[config.mk]
export PLATFORM = sky130hd
export DESIGN_NAME = fsr_id_responder
export DESIGN_NICKNAME = d
export VERILOG_FILES = /design/src/rtl/fsr_pkg.sv /design/src/rtl/fsr_wsr_guard.sv /design/src/rtl/fsr_sr_regs.sv /design/src/rtl/fsr_rsp_stream.sv /design/src/rtl/fsr_id_responder.sv
export SDC_FILE = /design/constraint.sdc
export NUM_CORES = 1
export LEC_CHECK = 0
export ABC_AREA = 1
export CAP_MARGIN = 20
export CORE_ASPECT_RATIO = 1.5
export CORE_MARGIN = 2
export CORE_UTILIZATION = 44
export CTS_BUF_LIST = sky130_fd_sc_hd__clkbuf_8
export DETAILED_ROUTE_END_ITERATION = 10
export GPL_TIMING_DRIVEN = 0
export PLACE_DENSITY = 0.81
export SYNTH_ARGS = -nofsm -noshare
export SYNTH_HDL_FRONTEND = slang
export SYNTH_SLANG_ARGS = --single-unit
[constraint.sdc]
create_clock -name clk -period 1.5 [get_ports clk]
set_input_delay 0.45 -clock clk [delete_from_list [all_inputs] [get_ports clk]]
set_output_delay 0.45 -clock clk [all_outputs]
set_load 0.01 [all_outputs]
[src/rtl/fsr_pkg.sv]
package fsr_pkg;
  localparam logic [7:0] OP_RDSR = 8'h05;
  localparam logic [7:0] OP_EWSR = 8'h50;
  localparam logic [7:0] OP_WRSR = 8'h01;
  localparam logic [7:0] OP_RDID = 8'h90;

  typedef enum logic [1:0] {
    M_IDLE  = 2'd0,
    M_STAT  = 2'd1,
    M_IDADR = 2'd2,
    M_ID    = 2'd3
  } rsp_mode_e;
endpackage

[src/rtl/fsr_wsr_guard.sv]
module fsr_wsr_guard
  import fsr_pkg::*;
(
  input  logic       clk,
  input  logic       rst_n,
  input  logic       op_valid,
  input  logic [7:0] op_code,
  input  logic       in_valid,
  input  logic [7:0] in_data,
  input  logic       cyc_end,
  output logic       commit,
  output logic [7:0] commit_data
);
  logic       armed;
  logic       granted;
  logic       have_byte;
  logic [7:0] wbuf;

  always_ff @(posedge clk or negedge rst_n) begin
    if (!rst_n) begin
      armed     <= 1'b0;
      granted   <= 1'b0;
      have_byte <= 1'b0;
      wbuf      <= '0;
    end else if (op_valid) begin
      armed     <= (op_code == OP_EWSR);
      granted   <= (op_code == OP_WRSR) && armed;
      have_byte <= 1'b0;
    end else if (cyc_end) begin
      granted   <= 1'b0;
      have_byte <= 1'b0;
    end else if (in_valid && granted && !have_byte) begin
      wbuf      <= in_data;
      have_byte <= 1'b1;
    end
  end

  assign commit      = cyc_end && granted && have_byte;
  assign commit_data = wbuf;

  // a grant only ever follows an armed state and a fresh opcode
  p_grant_needs_arm_r4: assert property (@(posedge clk) disable iff (!rst_n)
    $rose(granted) |-> ($past(armed) && $past(op_valid)));

  // once the first data byte is held, later bytes leave it alone
  p_first_byte_only_r7: assert property (@(posedge clk) disable iff (!rst_n)
    (have_byte && in_valid && !op_valid && !cyc_end) |=> $stable(wbuf));
endmodule

[src/rtl/fsr_sr_regs.sv]
module fsr_sr_regs #(
  parameter int unsigned       PROT_W   = 4,
  parameter logic [PROT_W-1:0] PROT_RST = '1
) (
  input  logic              clk,
  input  logic              rst_n,
  input  logic              commit,
  input  logic [7:0]        commit_data,
  input  logic              busy_in,
  input  logic              wel_in,
  output logic [PROT_W-1:0] prot,
  output logic [7:0]        status_byte
);
  localparam int unsigned     PROT_LSB = 2;
  localparam logic [7:0]      WR_MASK  = 8'(((1 << PROT_W) - 1) << PROT_LSB);

  logic unused_wr;
  assign unused_wr = ^(commit_data & ~WR_MASK);

  always_ff @(posedge clk or negedge rst_n) begin
    if (!rst_n)      prot <= PROT_RST;
    else if (commit) prot <= commit_data[PROT_LSB +: PROT_W];
  end

  always_comb begin
    status_byte                     = '0;
    status_byte[0]                  = busy_in;
    status_byte[1]                  = wel_in;
    status_byte[PROT_LSB +: PROT_W] = prot;
  end

  // the field moves only in the cycle after a commit from the guard
  p_prot_only_on_commit_r5: assert property (@(posedge clk) disable iff (!rst_n)
    (prot != $past(prot)) |-> $past(commit));
endmodule

[src/rtl/fsr_rsp_stream.sv]
module fsr_rsp_stream
  import fsr_pkg::*;
#(
  parameter logic [7:0]  MFR_ID     = 8'h5A,
  parameter logic [7:0]  DEV_ID     = 8'h43,
  parameter int unsigned ADDR_BYTES = 3
) (
  input  logic       clk,
  input  logic       rst_n,
  input  logic       op_valid,
  input  logic [7:0] op_code,
  input  logic       in_valid,
  input  logic       in_a0,
  input  logic       cyc_end,
  input  logic [7:0] status_byte,
  input  logic       so_ready,
  output logic       so_valid,
  output logic [7:0] so_data
);
  localparam int unsigned CW = $clog2(ADDR_BYTES + 1);

  rsp_mode_e   mode;
  logic [CW-1:0] acnt;
  logic        sel;

  always_ff @(posedge clk or negedge rst_n) begin
    if (!rst_n) begin
      mode <= M_IDLE;
      acnt <= '0;
      sel  <= 1'b0;
    end else if (op_valid) begin
      acnt <= '0;
      case (op_code)
        OP_RDSR: mode <= M_STAT;
        OP_RDID: mode <= M_IDADR;
        default: mode <= M_IDLE;
      endcase
    end else if (cyc_end) begin
      mode <= M_IDLE;
    end else begin
      case (mode)
        M_IDADR: if (in_valid) begin
          if (acnt == CW'(ADDR_BYTES - 1)) begin
            mode <= M_ID;
            sel  <= in_a0;
          end else begin
            acnt <= acnt + 1'b1;
          end
        end
        M_ID: if (so_ready) sel <= ~sel;
        default: ;
      endcase
    end
  end

  assign so_valid = (mode == M_STAT) || (mode == M_ID);

  always_comb begin
    case (mode)
      M_STAT:  so_data = status_byte;
      M_ID:    so_data = sel ? DEV_ID : MFR_ID;
      default: so_data = '0;
    endcase
  end

  // a status opcode opens a stream in the next cycle
  p_stat_opens_r2: assert property (@(posedge clk) disable iff (!rst_n)
    (op_valid && op_code == OP_RDSR) |=> so_valid);

  // each accepted ID byte flips the selection
  p_id_alternates_r10: assert property (@(posedge clk) disable iff (!rst_n)
    (mode == M_ID && so_ready && !op_valid && !cyc_end) |=> (sel != $past(sel)));

  // back-pressure freezes the offered ID byte
  p_id_hold_r11: assert property (@(posedge clk) disable iff (!rst_n)
    (mode == M_ID && !so_ready && !op_valid && !cyc_end) |=> (so_valid && $stable(so_data)));

  // end of cycle silences the stream
  p_end_silences_r12: assert property (@(posedge clk) disable iff (!rst_n)
    (cyc_end && !op_valid) |=> !so_valid);
endmodule

[src/rtl/fsr_id_responder.sv]
module fsr_id_responder #(
  parameter logic [7:0]        MFR_ID     = 8'h5A,
  parameter logic [7:0]        DEV_ID     = 8'h43,
  parameter int unsigned       PROT_W     = 4,
  parameter logic [PROT_W-1:0] PROT_RST   = '1,
  parameter int unsigned       ADDR_BYTES = 3
) (
  input  logic              clk,
  input  logic              rst_n,
  input  logic              op_valid,
  input  logic [7:0]        op_code,
  input  logic              in_valid,
  input  logic [7:0]        in_data,
  input  logic              cyc_end,
  input  logic              busy_in,
  input  logic              wel_in,
  output logic              so_valid,
  input  logic              so_ready,
  output logic [7:0]        so_data,
  output logic [PROT_W-1:0] prot_bits
);
  logic       commit;
  logic [7:0] commit_data;
  logic [7:0] status_byte;

  fsr_wsr_guard u_guard (
    .clk         (clk),
    .rst_n       (rst_n),
    .op_valid    (op_valid),
    .op_code     (op_code),
    .in_valid    (in_valid),
    .in_data     (in_data),
    .cyc_end     (cyc_end),
    .commit      (commit),
    .commit_data (commit_data)
  );

  fsr_sr_regs #(.PROT_W(PROT_W), .PROT_RST(PROT_RST)) u_regs (
    .clk         (clk),
    .rst_n       (rst_n),
    .commit      (commit),
    .commit_data (commit_data),
    .busy_in     (busy_in),
    .wel_in      (wel_in),
    .prot        (prot_bits),
    .status_byte (status_byte)
  );

  fsr_rsp_stream #(.MFR_ID(MFR_ID), .DEV_ID(DEV_ID), .ADDR_BYTES(ADDR_BYTES)) u_stream (
    .clk         (clk),
    .rst_n       (rst_n),
    .op_valid    (op_valid),
    .op_code     (op_code),
    .in_valid    (in_valid),
    .in_a0       (in_data[0]),
    .cyc_end     (cyc_end),
    .status_byte (status_byte),
    .so_ready    (so_ready),
    .so_valid    (so_valid),
    .so_data     (so_data)
  );
endmodule

==> metrics.md <==
| Metric | Value |
|---|---|
| Vias per cell | 4.83 |
| Most used DFF post-synth | dfrtp_1 |
| Initial DRC count | 14 |
| Core Region | 2000 µm² |
| H-tree Lvls | 1 |
| Num CTS Buffers | 3 |
| First-pass GRT wire length | 3390 µm |
| Ys async rst share | 1.00 |
| Clk buf depth | 2 |
| Initial Util | 0.464 |
| Sequential cell area | 407 µm² |
| Peak supply drop | 0.562 mV |
| Average footprint of a synthesized cell | 7.20 µm² |
| Failing checks | setup timing |
| Worst skew pair latency | 0.25 ns |
| Fill count | 179 |
| I/O Pins | 37 |
| CP most frequent cell | nand2_4 |
| Arrival @ worst endpoint | 1.15 ns |
| RSZ-0062 raised after global routing | yes |
| Final setup TNS | -0.286 ns |
| Startpoint Class | flop |
| Clk root buf | clkbuf_8 |
| Sequential Power Share | 0.431 |
| Largest area contributor in the netlist | dfrtp_1 |
| Top cells by area, synth | dfrtp_1 32%, nand2_1 15%, dfstp_2 11%, inv_1 8.9%, nand3_1 5.9% |
| Max Cap Viol | 0 |
| Vert. Die Dim | 60.3 µm |
| Yosys top cell area share | 0.323 |
| Internal power | 0.827 mW |
| Final nets | 199 |
| Comb power frac | 0.229 |
| # setup viols final | 6 |
| Placed instance area | 1280 µm² |
| Vias in the first global route | 855 |
| Pwr dens | 819 nW/µm² |
| Synth cell types | 23 |
| Outcome | finished, violations left |
| Row count | 20 |
| Final Cycle Share | 1.07 |
| Final setup margin | -0.0986 ns |
| Synth top cells by count | 37 x nand2_1, 22 x inv_1, 12 x dfrtp_1 |
| GRT overflow | 0 |
| Design Power | 1.13 mW |
| Critical Path RT | 1.05 ns |
| Final hold violations | 0 |
| Netlist Area Pre-Place | 928 µm² |
| Syn-to-layout area delta | 48.8% |
| CTS tree | built |
| Mapped Cells | 129 |
| Final GP Congestion | 0.793 |
| Slowest cell delay on critical path | 0.42 ns |
| Max Clk Rate | 626 MHz |
| Setup skew after layout | 0.000679 ns |
| Antenna diodes | 0 |
| Sequential area share after synthesis | 0.437 |
| Seq cells post-synth | 16 |
| Crit. End Element | output pin |
| Largest net degree at the start of global routing | 17 |
| DPL Wire Length | 1600 µm |
| Routed len/inst | 11.2 µm |
| NetSw | 0.304 mW |
| First-pass detailed-route iteration total | 4 |
| Port bufs | 32 |
| Post-route DRC | 0 |
| Worst-Margin Slew | 0.659 ns |
| Crit-path max FO | 4 |
| Die W | 41.5 µm |
| Worst path slowest cell | dfrtp_2 |
| Final min period | 1.60 ns |
| Clk pwr share | 0.340 |
| Hold Crit Class | reg -> reg |
| Syn nets | 154 |
| Reg clk slew, reported paths | 0.06 ns |
| Sw Share | 0.269 |
| Share of layout cells above drive strength 1 | 0.249 |
| Footprint of the multi-input gates | 434 µm² |
| Yosys warns | 0 |
| Crit Path Category | reg -> out |
| EDFF count, synth | 0 |
| Total global-route track usage | 0.183 |
| Pre-CTS WS | -0.544 ns |
| DR vias | 942 |
| WL final | 2190 µm |
| Max-slew headroom | 0.560 |
| CP Cell Sequence | buf_6 > nand2_4 > inv_4 > nand2_4 > nand2_1 > buf_2 |
| Final Slew Violations | 0 |
| Finished layout cell area | 1380 µm² |
| Hold Buf Count CTS | 0 |
| Top-count cell post-synth | nand2_1 |
| Leakage | 0.764 nW |
| Die area | 2500 µm² |
| DRT antenna net count | 0 |
| CTS Sinks | 16 |
| Antenna violations before repair | 0 |
## cells in the final DEF (no fill, tap or decap)
master           count
nor3_1               1
o21ai_2              1
buf_6                4
dlymetal6s2s_1       3
inv_4                1
nand3_1             11
dfrtp_1             11
inv_2                2
buf_4                6
clkbuf_8             4
o21ai_0              5
clkdlybuf4s15_1      1
or2_2                1
nor2_1              11
nand3_2              1
a21oi_1              5
dfstp_2              4
nand2_4              3
nand4_1              1
ha_1                 1
o21ai_1              5
buf_2                8
nand4_4              1
clkbuf_2             3
clkdlybuf4s50_1     16
nor2_2               2
dfrtp_2              1
nor2_4               1
dlygate4sd2_1        1
clkbuf_1             1
conb_1               1
inv_1               21
nand2_1             35
## cell type report
cell class / count / area share
buffer: 3 / 0.0163
clock buffer: 4 / 0.0399
inverter: 24 / 0.0670
multi-input combinational: 86 / 0.314
sequential: 16 / 0.294
tap: 22 / 0.0199
timing repair buffer: 40 / 0.248
## power by group through the flow
stage	sequential (mW)	combinational, mW	clock, mW
finish	0.488	0.259	0.384
global route	0.491	0.290	0.415
CTS	0.487	0.245	0.392
detailed placement	0.495	0.231	0
global placement	0.494	0.221	0
floorplan	0.490	0.125	0
## kinds of logic after synthesis
group | Yosys count | synth area share
buffers and inverters | 27 | 0.117
AND/OR/NAND/NOR | 68 | 0.338
other | 1 | 0.00404
AO/OA/AOI/OAI | 16 | 0.0903
adder cells (fa/ha/maj) | 1 | 0.0135
flip-flops | 16 | 0.437
## metrics by stage
stage           util  hold slack (ns)  cells
2_1_floorplan      -            0.154    129
3_3_place_gp   0.638            0.456    183
3_5_place_dp   0.638            0.460    183
4_1_cts        0.674            0.475    193
5_1_grt        0.690            0.499    195
6_report       0.690            0.484    195
## worst max-delay path, delay by kind of cell (launching register included)
family	cells	cell delay [ns]
flops	1	0.42
simple gates	3	0.17
buf+inv	3	0.29
## routing by layer
metal,wire [µm],vias up,GRT usage
met3,133,5,0.0544
met5,0,-,0
met1,769,425,0.161
met4,49,0,0.129
li1,-,481,-
met2,1240,31,0.348
## path summary, 6_finish.rpt
| path | from | end | slack [ns] | cells past startpoint |
|---|---|---|---|---|
| setup / recovery | u_stream.mode[1] | so_data[3] | -0.1 | 6 |
| min in group asynchronous | rst_n | u_stream.mode[0] | 0.60 | 1 |
| hold / removal | u_stream.sel | u_stream.sel | 0.48 | 2 |
| max in group asynchronous | rst_n | u_stream.mode[1] | 0.44 | 1 |
| setup reg to reg | u_stream.mode[0] | u_stream.sel | 0.25 | 7 |
| hold reg to reg | u_stream.sel | u_stream.sel | 0.48 | 2 |
## flip-flops by register name (all words and copies together), names as in the netlist
register / flops
u_stream.mode: 2
u_guard.granted: 1
u_stream.sel: 1
u_guard.commit_data: 4
u_stream.acnt: 2
u_guard.have_byte: 1
u_regs.prot: 4
u_guard.armed: 1
## timing repair
item	in CTS	in global routing
pin swaps	2	5
gates cloned	0	0
setup endpoints to repair	12	14
setup buffers	6	2
resized for setup	46	14
Note: power is estimated with default switching activity, not from simulation.
